<file path="src/rtl/bus_clkmaster_pkg.sv">
package bus_clkmaster_pkg;
  typedef enum logic [1:0] {
    HS_IDLE    = 2'd0,
    HS_DRIVE   = 2'd1,
    HS_WAIT_FB = 2'd2,
    HS_RELEASE = 2'd3
  } hs_state_t;

  // interrupt pin level from latches, mask and polarity
  function automatic logic irq_level(input logic cf, input logic merr,
                                     input logic mask_n, input logic pol_hi);
    logic act;
    act = mask_n & (cf | merr);
    return pol_hi ? act : ~act;
  endfunction

  // condition for a CLKFAIL latch set event
  function automatic logic cf_set_cond(input logic lvl, input logic prev,
                                       input logic pol, input logic dbnc);
    return (lvl == pol) && (!dbnc || (lvl == prev));
  endfunction
endpackage

</file>
<file path="src/rtl/bcm_handover.sv">
module bcm_handover
  import bus_clkmaster_pkg::*;
(
  input  logic clk,
  input  logic rst_n,
  input  logic mst_wr,
  input  logic mst_wdata,
  input  logic arm_en,
  input  logic mon_en,
  input  logic clkfail_in,
  input  logic frame_bnd,
  output logic master_en,
  output logic drive_clk,
  output logic clkfail_oe,
  output logic clkfail_out,
  output logic take_ev
);
  hs_state_t st_q, st_d;
  logic      seen_hi_q;   // previous edge saw the line high while not driving it
  logic      line_own;

  assign line_own  = (st_q != HS_IDLE);
  assign take_ev   = (st_q == HS_IDLE) && arm_en && mon_en && !master_en &&
                     clkfail_in && seen_hi_q;

  always_ff @(posedge clk or negedge rst_n) begin
    if (!rst_n) begin
      master_en <= 1'b0;
      seen_hi_q <= 1'b0;
    end else begin
      seen_hi_q <= clkfail_in && !line_own;
      if (mst_wr)       master_en <= mst_wdata;
      else if (take_ev) master_en <= 1'b1;
    end
  end

  always_comb begin
    st_d = st_q;
    unique case (st_q)
      HS_IDLE:    st_d = master_en ? HS_DRIVE : HS_IDLE;
      HS_DRIVE,
      HS_WAIT_FB: begin
        if (master_en)      st_d = HS_DRIVE;
        else if (frame_bnd) st_d = HS_RELEASE;
        else                st_d = HS_WAIT_FB;
      end
      HS_RELEASE: st_d = HS_IDLE;
      default:    st_d = HS_IDLE;
    endcase
  end

  always_ff @(posedge clk or negedge rst_n) begin
    if (!rst_n) st_q <= HS_IDLE;
    else        st_q <= st_d;
  end

  assign drive_clk   = (st_q == HS_DRIVE) || (st_q == HS_WAIT_FB);
  assign clkfail_oe  = line_own;
  assign clkfail_out = (st_q == HS_RELEASE);


  keep_driving_chk: assert property (@(posedge clk) disable iff (!rst_n)
    drive_clk && !frame_bnd |=> drive_clk);

  release_pulse_chk: assert property (@(posedge clk) disable iff (!rst_n)
    clkfail_out |=> !clkfail_oe && !drive_clk);

  stop_then_pulse_chk: assert property (@(posedge clk) disable iff (!rst_n)
    drive_clk && !master_en && frame_bnd |=> clkfail_out);

  takeover_chk: assert property (@(posedge clk) disable iff (!rst_n)
    take_ev && !mst_wr |=> master_en);

  pull_low_chk: assert property (@(posedge clk) disable iff (!rst_n)
    drive_clk |-> clkfail_oe && !clkfail_out);
endmodule

</file>
<file path="src/rtl/bcm_cf_latch.sv">
module bcm_cf_latch
  import bus_clkmaster_pkg::*;
(
  input  logic clk,
  input  logic rst_n,
  input  logic clkfail_in,
  input  logic pol_sel,
  input  logic dbnc_en,
  input  logic latch_clr_n,
  output logic cf_latch,
  output logic cf_set_ev
);
  logic prev_q;

  assign cf_set_ev = cf_set_cond(clkfail_in, prev_q, pol_sel, dbnc_en);

  always_ff @(posedge clk or negedge rst_n) begin
    if (!rst_n) begin
      prev_q   <= 1'b1;
      cf_latch <= 1'b0;
    end else begin
      prev_q <= clkfail_in;
      if (!latch_clr_n)   cf_latch <= 1'b0;
      else if (cf_set_ev) cf_latch <= 1'b1;
    end
  end


  clear_hold_chk: assert property (@(posedge clk) disable iff (!rst_n)
    !latch_clr_n |=> !cf_latch);

  pol_only_in_clear_chk: assert property (@(posedge clk) disable iff (!rst_n)
    latch_clr_n |-> $stable(pol_sel));

  dbnc_set_chk: assert property (@(posedge clk) disable iff (!rst_n)
    latch_clr_n && !$past(cf_latch) && cf_latch && $past(dbnc_en) |->
      $past(clkfail_in) == $past(prev_q));
endmodule

</file>
<file path="src/rtl/bcm_merr_latch.sv">
module bcm_merr_latch (
  input  logic clk,
  input  logic rst_n,
  input  logic drive_clk,
  input  logic fs_int,
  input  logic fs_bus,
  input  logic merr_clr_n,
  output logic merr_latch
);
  logic mismatch;
  assign mismatch = drive_clk && (fs_int != fs_bus);

  always_ff @(posedge clk or negedge rst_n) begin
    if (!rst_n)          merr_latch <= 1'b0;
    else if (!merr_clr_n) merr_latch <= 1'b0;
    else if (mismatch)    merr_latch <= 1'b1;
  end


  merr_set_chk: assert property (@(posedge clk) disable iff (!rst_n)
    merr_clr_n && drive_clk && (fs_int != fs_bus) |=> merr_latch);

  merr_hold_chk: assert property (@(posedge clk) disable iff (!rst_n)
    merr_clr_n && merr_latch |=> merr_latch);
endmodule

</file>
<file path="src/rtl/bus_clkmaster_ctl.sv">
module bus_clkmaster_ctl
  import bus_clkmaster_pkg::*;
(
  input  logic clk,
  input  logic rst_n,
  input  logic mst_wr,
  input  logic mst_wdata,
  input  logic arm_en,
  input  logic mon_en,
  input  logic clkfail_in,
  input  logic frame_bnd,
  input  logic fs_int,
  input  logic fs_bus,
  input  logic pol_sel,
  input  logic dbnc_en,
  input  logic latch_clr_n,
  input  logic merr_clr_n,
  input  logic irq_mask_n,
  input  logic irq_pol_hi,
  output logic master_en,
  output logic drive_clk,
  output logic clkfail_oe,
  output logic clkfail_out,
  output logic cf_latch,
  output logic merr_latch,
  output logic irq
);
  logic take_ev;
  logic cf_set_ev;

  bcm_handover u_hand (
    .clk(clk), .rst_n(rst_n), .mst_wr(mst_wr), .mst_wdata(mst_wdata),
    .arm_en(arm_en), .mon_en(mon_en), .clkfail_in(clkfail_in),
    .frame_bnd(frame_bnd), .master_en(master_en), .drive_clk(drive_clk),
    .clkfail_oe(clkfail_oe), .clkfail_out(clkfail_out), .take_ev(take_ev)
  );

  bcm_cf_latch u_cfl (
    .clk(clk), .rst_n(rst_n), .clkfail_in(clkfail_in), .pol_sel(pol_sel),
    .dbnc_en(dbnc_en), .latch_clr_n(latch_clr_n), .cf_latch(cf_latch),
    .cf_set_ev(cf_set_ev)
  );

  bcm_merr_latch u_mel (
    .clk(clk), .rst_n(rst_n), .drive_clk(drive_clk), .fs_int(fs_int),
    .fs_bus(fs_bus), .merr_clr_n(merr_clr_n), .merr_latch(merr_latch)
  );

  assign irq = irq_level(cf_latch, merr_latch, irq_mask_n, irq_pol_hi);


  irq_masked_chk: assert property (@(posedge clk) disable iff (!rst_n)
    !irq_mask_n |-> irq == !irq_pol_hi);

  cf_event_chk: assert property (@(posedge clk) disable iff (!rst_n)
    latch_clr_n && cf_set_ev |=> cf_latch);

  take_idle_chk: assert property (@(posedge clk) disable iff (!rst_n)
    take_ev |-> !drive_clk && !clkfail_oe);
endmodule

</file>
<file path="config.mk">
export PLATFORM = sky130hd
export DESIGN_NAME = bus_clkmaster_ctl
export DESIGN_NICKNAME = d
export VERILOG_FILES = /design/src/rtl/bus_clkmaster_pkg.sv /design/src/rtl/bcm_handover.sv /design/src/rtl/bcm_cf_latch.sv /design/src/rtl/bcm_merr_latch.sv /design/src/rtl/bus_clkmaster_ctl.sv
export SDC_FILE = /design/constraint.sdc
export NUM_CORES = 1
export LEC_CHECK = 0
export BUFFER_PORTS_ARGS = -buffer_cell sky130_fd_sc_hd__buf_2
export CAP_MARGIN = 30
export CORE_AREA = 2 2 39 41
export CTS_CLUSTER_DIAMETER = 200
export CTS_CLUSTER_SIZE = 28
export DETAILED_ROUTE_END_ITERATION = 10
export DIE_AREA = 0 0 41 43
export PLACE_DENSITY = 0.57
export SYNTH_ARGS = -nofsm -noshare
export SYNTH_HDL_FRONTEND = slang
export SYNTH_SLANG_ARGS = --single-unit
</file>
<file path="constraint.sdc">
create_clock -name clk -period 2.2 [get_ports clk]
set_clock_uncertainty 0.1 [all_clocks]
set_input_delay 0.11 -clock clk [delete_from_list [all_inputs] [get_ports clk]]
set_output_delay 0.11 -clock clk [all_outputs]
set_load 0.02 [all_outputs]
</file>
==> results of run 1 <==
[how the worst max path moves through the flow]
stage / start / end / slack (ns) / cells past startpoint
finish: u_hand.st_q[0] / u_hand.master_en / 0.78 / 5
global route: u_hand.st_q[0] / u_hand.master_en / 0.71 / 5
CTS: u_hand.st_q[0] / u_hand.master_en / 0.76 / 5
global placement: u_hand.st_q[0] / u_hand.master_en / 0.79 / 5
floorplan: u_hand.st_q[0] / u_hand.master_en / 0.81 / 5
detailed placement: u_hand.st_q[0] / u_hand.master_en / 0.77 / 5
[stage by stage]
step	instances	utilization, %	setup WS, ns	hold slack (ns)	power (mW)
floorplan	28	-	0.814	-0.286	0.375
global placement	66	33.9	0.786	-0.151	0.458
detailed placement	66	33.9	0.773	-0.151	0.458
CTS	75	39.4	0.764	0.00331	0.585
global route	75	39.4	0.708	0.00599	0.622
finish	75	39.4	0.778	0.0103	0.572
[worst max-delay path, stage by stage, from the launching register on]
cell	delay, ns
dfrtp_1	0.34
inv_1	0.06
ha_1	0.20
and2_4	0.14
a41o_1	0.22
mux2_2	0.25
[area by class of cell]
type	instances	area (sq um)
Clock buffer	4	26.3
Fill cell	143	838
Sequential cell	7	176
Tap cell	16	20.0
Multi-Input combinational cell	18	151
Inverter	3	11.3
Timing Repair Buffer	27	160
[logic make-up after synthesis]
logic type / share of synthesized area, %
DFF: 52.0
AOI/OAI and AO/OA: 13.3
and+or+nand+nor: 11.8
buffers and inverters: 3.32
adders and majority gates: 11.1
xor gates and xnor gates: 5.17
muxes: 3.32
[cell usage in the layout (no fill, tap or decap)]
master	netlist	layout
xor2_1	2	2
a211oi_1	1	1
o22a_1	1	1
a41o_1	1	1
a21oi_1	1	1
dfrtp_1	6	6
nand2b_1	1	1
ha_1	3	3
inv_1	3	3
buf_2	0	22
mux2_2	1	1
clkbuf_1	0	1
clkbuf_4	0	3
a311oi_1	1	1
dfstp_2	1	1
o21ai_0	1	1
dlygate4sd3_1	0	5
nor2b_1	4	4
and2_4	1	1
[timing repair]
action                                 in CTS  in global routing
endpoints found under the hold margin      11                  0
hold buffers                                5                  0
resized for setup                           0                  0
[flip-flops by register name, summed over array words and instances (netlist names)]
signal,cells
u_hand.master_en,1
u_mel.merr_latch,1
u_hand.st_q,2
u_cfl.cf_latch,1
u_hand.seen_hi_q,1
u_cfl.prev_q,1
[layer usage]
metal | global-route usage, % | up-vias
met1 | 13.2 | 135
met2 | 12.5 | 5
met5 | 0 | -
met4 | 8.00 | 0
li1 | - | 156
met3 | 3.14 | 0
[where the power goes]
part           internal [mW]  total [mW]  switching, mW
clock                 0.0691       0.114         0.0452
combinational          0.117       0.272          0.155
sequential             0.166       0.185         0.0193
total                  0.352       0.572          0.219
[synth_stat cells]
library cell  instances
a211oi_1              1
a21oi_1               1
a311oi_1              1
a41o_1                1
and2_4                1
dfrtp_1               6
dfstp_2               1
ha_1                  3
inv_1                 3
mux2_2                1
nand2b_1              1
nor2b_1               4
o21ai_0               1
o22a_1                1
xor2_1                2
==> metrics.cfg, run 1 <==
[run_status]
status = completed

[timing]
tns_ns = 0
slew_headroom_pct = 85.8
worst_pin_slew_ns = 0.212
drv_slew = 0
rsz0062_at_grt = no
finalSetupViolations = 0
period_minus_slack_ns = 1.42
fin_crit_sh_pct = 64.7
finalHoldViolCount = 0
fmax_ghz = 0.703

[global_routing]
grt_antenna_before_repair = 0
grt_max_degree = 8
grt_pass1_wl_mm = 1.12
grt-ovfl-total = 0
grt_pass1_vias = 276
grt_usage_pct = 9.91

[route]
vias_per_cell = 3.95
wl_met3_microns = 41
wl_microns = 693
firstDrtPassIters = 1
detail_route.wl_per_cell_microns = 9.24
route.met2.wl_microns = 376
dr.max_layer_used = met3
vias = 296
drtIter0Drc = 0
ant_nets = 0
m1WireLength_microns = 275
post-route-drc-count = 0

[clock_network]
clock_latency_ns = 0.25
postCtsSetupRepairBufs = 0
path_clk_slew_ns = 0.05
cts_made_buffers = 3
cts_buffer_depth = 2
root_buffer = clkbuf_4
cts_tree = done
cts_max_level = 1
cts_sinks = 7

[setup_path]
critPathCaptureType = flop
timing.reg2reg.setup_slack_ns = 0.78
crit_arrival_ns = 1.45
worstSetupStartpointType = flop
crit_type = reg -> reg
r2r-end = u_hand.master_en
reg2regPathDepth = 5
r2r_start = u_hand.st_q[0]
required_ns = 2.23
cp_max_fo = 2

[run]
max-cap-violations = 0

[hold_path]
min-delay-start = mst_wr
hold_class = in -> reg
whs_path_depth = 2
min_delay_worst_endpoint = u_hand.master_en

[logic_synthesis]
synth_top_area_share_pct = 44.3
synth.net_count = 47
synth.distinct_cells = 15
synth_top_cell_by_area = dfrtp_1
yosys_register_bits = 7
synth.avg_cell_area_sq_um = 12.1
synthCells = 28
synth_area_sq_um = 339
yosysSeqAreaShare_pct = 52.0
synthTopCellsByArea = dfrtp_1 44%, ha_1 11%, dfstp_2 7.7%
yosys_warnings = 0

[floorplan]
rows = 14
pin_count = 23
dieHeight_microns = 43
dieArea_sq_um = 1760
fp.dieW_microns = 41
start_util_pct = 24.5
core-area_sq_um = 1380

[power_and_ir_drop]
power_density_nw_per_um2 = 1050
max-vdd-ir-drop_mv = 0.298
p_leak_nw = 0.288

[cells_and_area]
fin_nets = 79
drive_gt1_share_pct = 47.5
antenna_cells = 0
finalInstanceArea_sq_um = 546
syn_to_final_growth_pct = 60.9

[placement]
dpl.hpwl_microns = 567
port_buffers = 22
place.gp.congestion = 0.685
postPlaceCellArea_sq_um = 469

(Power assumes the default switching activity.)
==> run 2: changes to the inputs <==
ABC_AREA = 1   (was unset)
PLACE_DENSITY = 0.59   (was 0.57)
clock period = 1.35 ns   (was 2.2 ns; I/O delays follow)
==> run 2 against run 1 <==
Against the previous run:
- clock power is 63% higher
- worst setup slack lost 0.73 ns
- critical path depth down 2
- cell area up 16%
- critical path type is now reg -> out
- first-iteration DRC count up 2
- via count rose by 32%
- register-to-register slack worse by 0.55 ns
- hold slack improved by 0.013 ns
- synthesized cell count is 71% higher
- sequential power is 65% higher
==> metrics.cfg, run 2 <==
[run_status]
status = completed

[route]
wl_microns = 813
ant_nets = 0
vias = 392
detail_route.wl_per_cell_microns = 8.30
post-route-drc-count = 0
firstDrtPassIters = 4
vias_per_cell = 4.00
drtIter0Drc = 2

[placement]
post-place-ws_ns = 0.213
place.gp.congestion = 0.696
port_buffers = 22
dpl.hpwl_microns = 594
dp.cells = 86

[timing]
timing.hold.ws_ns = 0.0233
slew_headroom_pct = 89.5
finalSetupViolations = 0
fin_crit_sh_pct = 96.4
setup_slack_ns = 0.0483
rsz0062_at_grt = yes
finalHoldViolCount = 0
drv_slew = 0
period_minus_slack_ns = 1.30
fmax_ghz = 0.768
worst_pin_slew_ns = 0.157

[cells_and_area]
antenna_cells = 0
fin_nets = 102
top_register = u_hand.st_q
fill_cells = 141
syn_to_final_growth_pct = 68.0
instances_no_fill = 98
layout_commonest_cell = buf_2
drive_gt1_share_pct = 35.4
postLayoutCoreUtil_pct = 45.6
largest_register_ffs = 2
final_cell_mix = 20 x buf_2, 14 x inv_1, 9 x nand2_1

[setup_path]
required_ns = 1.18
path_delay_family = flip-flops
worstSetupStartpoint = u_hand.st_q[0]
crit_buf_inv = 2
crit_type = reg -> out
endpoint = drive_clk
timing.reg2reg.setup_slack_ns = 0.23
crit_path_top_delay_cell = dfrtp_1
crit_arrival_ns = 1.13
path_depth = 3
slowest_delay_ns = 0.39
worstSetupStartpointType = flop
reg2regPathDepth = 4
crit_chain = inv_1 -> ha_4 -> buf_4
r2r-end = u_mel.merr_latch
r2r_start = u_hand.st_q[1]
cp_max_fo = 3
critPathCaptureType = output pin

[logic_synthesis]
ys_async_sr_fraction_pct = 100
synth_area_sq_um = 375
yosys_warnings = 0
synth-edff-count = 0
yosysSeqAreaShare_pct = 47.0
synthCells = 48
synth_top_area_share_pct = 40.0
synth.distinct_cells = 12
synthTopCellsByArea = dfrtp_1 40%, inv_1 14%, ha_1 10%
synth.net_count = 67
synth_common_cells = 14 x inv_1, 9 x nand2_1, 6 x dfrtp_1, 6 x nor2_1
synth.avg_cell_area_sq_um = 7.82
yosys_register_bits = 7
synth_most_common_cell = inv_1
synth_flop_cell = dfrtp_1
synth_top_cell_by_area = dfrtp_1

[clock_network]
cts_made_buffers = 3
cts_buffer_depth = 2
clock_latency_ns = 0.25
path_clk_slew_ns = 0.05
cts_max_level = 1
cts_tree = done
cts_sinks = 7
root_buffer = clkbuf_4

[floorplan]
dieArea_sq_um = 1760
fp.dieW_microns = 41
pin_count = 23
start_util_pct = 27.1
rows = 14
core-area_sq_um = 1380
dieHeight_microns = 43

[power_and_ir_drop]
max-vdd-ir-drop_mv = 0.814
power_mw = 1.01
p_leak_nw = 0.367
power_density_nw_per_um2 = 1600

[global_routing]
grt_max_degree = 8
grt_pass1_vias = 338
grt-ovfl-total = 0
grt_pass1_wl_mm = 1.19
grt_usage_pct = 10.4
grt_antenna_before_repair = 0

[hold_path]
hold_class = in -> reg

[run]
max-cap-violations = 0

run 2: timing repair:
action / in CTS / in global routing
hold buffers: 7 / 0
hold endpoints to repair: 13 / 0
gates resized for setup: 0 / 4
endpoints found under the setup margin: 0 / 2
buffers inserted: 0 / 1
run 2: power breakdown:
group          total [mW]  switching (mW)  leakage [nW]  internal, mW
Clock               0.186          0.0735        0.0150         0.113
Combinational       0.515           0.287         0.267         0.229
Sequential          0.306          0.0375        0.0854         0.268
Total                1.01           0.398         0.367         0.609
run 2: kinds of logic after synthesis:
kind of cell	count (synthesis)	share of synthesized area (%)
AO/OA/AOI/OAI	4	6.00
XOR/XNOR	1	2.33
adder cells (fa/ha/maj)	3	10.0
buffers and inverters	14	14.0
flip-flops	7	47.0
AND/OR/NAND/NOR	19	20.7
run 2: layout make-up:
type	instances	area [sq um]	share of cell area [%]
Timing Repair Buffer	30	193	30.6
Sequential cell	7	176	28.0
Multi-Input combinational cell	27	163	25.8
Inverter	14	52.6	8.33
Clock buffer	4	26.3	4.17
Tap cell	16	20.0	3.17
run 2: layer usage:
layer  global-route usage, %  vias to the layer above  routed length, microns
met1                    12.5                      168                     332
li1                        -                      206                       -
met5                       0                        -                       0
met3                    4.71                        0                      94
met4                    6.00                        0                       0
met2                    14.7                       18                     386
run 2: metrics by stage:
| stage | TNS [ns] | cell area (sq um) |
|---|---|---|
| after global routing | -0.0342 | 631 |
| final | 0 | 631 |
| after floorplan | 0 | 375 |
| after CTS | 0 | 602 |
| after global placement | 0 | 505 |
| after detailed placement | 0 | 505 |
run 2: worst min-delay path by stage:
stage	startpoint	endpoint	depth (start not counted)	slack [ns]
floorplan	rst_n	u_cfl.cf_latch	0	-0.33
global placement	rst_n	u_cfl.cf_latch	1	-0.20
detailed placement	rst_n	u_cfl.cf_latch	1	-0.19
CTS	fs_bus	u_mel.merr_latch	4	0.02
global route	fs_bus	u_mel.merr_latch	4	0.06
finish	fs_bus	u_mel.merr_latch	4	0.02
run 2: worst register-to-register path, stage by stage, from the launching register on:
cell and delay [ns]:
dfrtp_1 0.36, inv_1 0.09, ha_4 0.28, nand3_1 0.07, a21boi_0 0.14
==> run 3: changes to the inputs <==
clock period = 1.3 ns   (was 1.35 ns; I/O delays follow)
==> run 3 against run 2 <==
Against the previous run:
- routed wire length grew 1.1%
- sequential power is 5% higher
- total power up 4.9%
- critical path depth did not move
- non-clock buffer count rose by 1
- clock power rose by 4%
- hold slack worse by 0.0026 ns
- combinational power rose by 5.0%
- first-iteration DRC count is the same
- critical path type unchanged
- largest power group unchanged
- highest routed layer unchanged
==> metrics.cfg, run 3 (synthesized netlist as in run 2, its figures left out) <==
[run_status]
status = completed

[cells_and_area]
top_register = u_hand.st_q
fill_cells = 141
fin_nets = 103
final_cell_mix = 20 x buf_2, 12 x inv_1, 9 x nand2_1
largest_register_ffs = 2
layout_commonest_cell = buf_2
drive_gt1_share_pct = 38.6
syn_to_final_growth_pct = 70.0
antenna_cells = 0

[hold_path]
hold_class = in -> reg
whs_path_depth = 4

[route]
ant_nets = 0
post-route-drc-count = 0
detail_route.wl_per_cell_microns = 8.30
route.met2.wl_microns = 390
dr.max_layer_used = met3
drtIter0Drc = 2
wl_met3_microns = 94
vias_per_cell = 3.98
firstDrtPassIters = 3
wl_microns = 822
m1WireLength_microns = 337
vias = 394

[timing]
finalHoldViolCount = 0
drv_slew = 0
timing.hold.ws_ns = 0.0206
worst_pin_slew_ns = 0.159
period_minus_slack_ns = 1.26
finalSetupViolations = 0
slew_headroom_pct = 89.4
rsz0062_at_grt = yes
fin_crit_sh_pct = 97.3
fmax_ghz = 0.791

[setup_path]
critPathCaptureType = output pin
required_ns = 1.13
worstSetupStartpointType = flop
r2r-end = u_mel.merr_latch
worstSetupStartpoint = u_hand.st_q[1]
reg2regPathDepth = 4
crit_arrival_ns = 1.10
r2r_start = u_hand.st_q[1]
crit_type = reg -> out
timing.reg2reg.setup_slack_ns = 0.20
cp_max_fo = 3
endpoint = drive_clk

[clock_network]
clock_latency_ns = 0.25
cts_tree = done
path_clk_slew_ns = 0.05
root_buffer = clkbuf_4
cts_sinks = 7
cts_buffer_depth = 2
cts_max_level = 1
cts_made_buffers = 3

[global_routing]
grt_pass1_wl_mm = 1.21
grt_usage_pct = 10.5
grt_max_degree = 8
grt_antenna_before_repair = 0
grt_pass1_vias = 340
grt-ovfl-total = 0

[power_and_ir_drop]
power_density_nw_per_um2 = 1660
seqPwrFrac_pct = 30.5
internal_power_mw = 0.637
switching_share_pct = 39.7
comb_power_share_pct = 51.2
max-vdd-ir-drop_mv = 0.856
clockPowerShare_pct = 18.3
p_leak_nw = 0.371
power_mw = 1.06
p_switching_mw = 0.419

[placement]
place.gp.congestion = 0.696
port_buffers = 22
dpl.hpwl_microns = 594

[run]
max-cap-violations = 0

[floorplan]
core-area_sq_um = 1380
fp.dieW_microns = 41
dieHeight_microns = 43
start_util_pct = 27.1
pin_count = 23
dieArea_sq_um = 1760
rows = 14

-- run 3: per-stage QoR --
stage	utilization (%)	TNS, ns	instance area [sq um]	setup WS, ns	std cells
global route	46.1	-0.0669	638	-0.0669	99
global placement	36.5	0	505	0.178	86
floorplan	-	0	375	0.112	48
detailed placement	36.5	0	505	0.163	86
CTS	44.6	0	617	0.00113	97
finish	46.1	0	638	0.0352	99
-- run 3: timing repair --
item	in CTS	in global routing
hold buffers	7	0
buffers inserted	0	2
pin swaps	0	2
endpoints found under the hold margin	13	0
gates resized for setup	3	3
endpoints found under the setup margin	1	2
-- run 3: how the worst min path moves through the flow --
stage	start	endpoint	slack (ns)
2_1_floorplan	rst_n	u_cfl.cf_latch	-0.33
3_3_place_gp	rst_n	u_cfl.cf_latch	-0.20
3_5_place_dp	rst_n	u_cfl.cf_latch	-0.19
4_1_cts	fs_bus	u_mel.merr_latch	0.02
5_1_grt	fs_bus	u_mel.merr_latch	0.06
6_report	fs_bus	u_mel.merr_latch	0.02
-- run 3: final cells by class --
class / count / area, sq um / area share, %
clock buffer: 4 / 26.3 / 4.12
inverter: 14 / 52.6 / 8.24
multi-input combinational: 27 / 163 / 25.5
sequential: 7 / 176 / 27.6
tap: 16 / 20.0 / 3.14
timing repair buffer: 31 / 200 / 31.4
-- run 3: critical path, cell delays in order (launching register included) --
cell and delay, ns:
dfrtp_1 0.38, inv_2 0.07, ha_4 0.27, buf_4 0.13
-- run 3: routing by layer --
| metal | global-route usage (%) | vias up |
|---|---|---|
| li1 | - | 208 |
| met1 | 12.8 | 168 |
| met2 | 14.7 | 18 |
| met3 | 4.71 | 0 |
| met4 | 6.00 | 0 |
| met5 | 0 | - |
-- run 3: power by group through the flow --
| stage | registers, mW | clock network [mW] | logic (mW) |
|---|---|---|---|
| after floorplan | 0.330 | 0 | 0.279 |
| after global placement | 0.312 | 0 | 0.430 |
| after detailed placement | 0.315 | 0 | 0.435 |
| after CTS | 0.315 | 0.207 | 0.522 |
| after global routing | 0.325 | 0.221 | 0.605 |
| final | 0.322 | 0.193 | 0.541 |
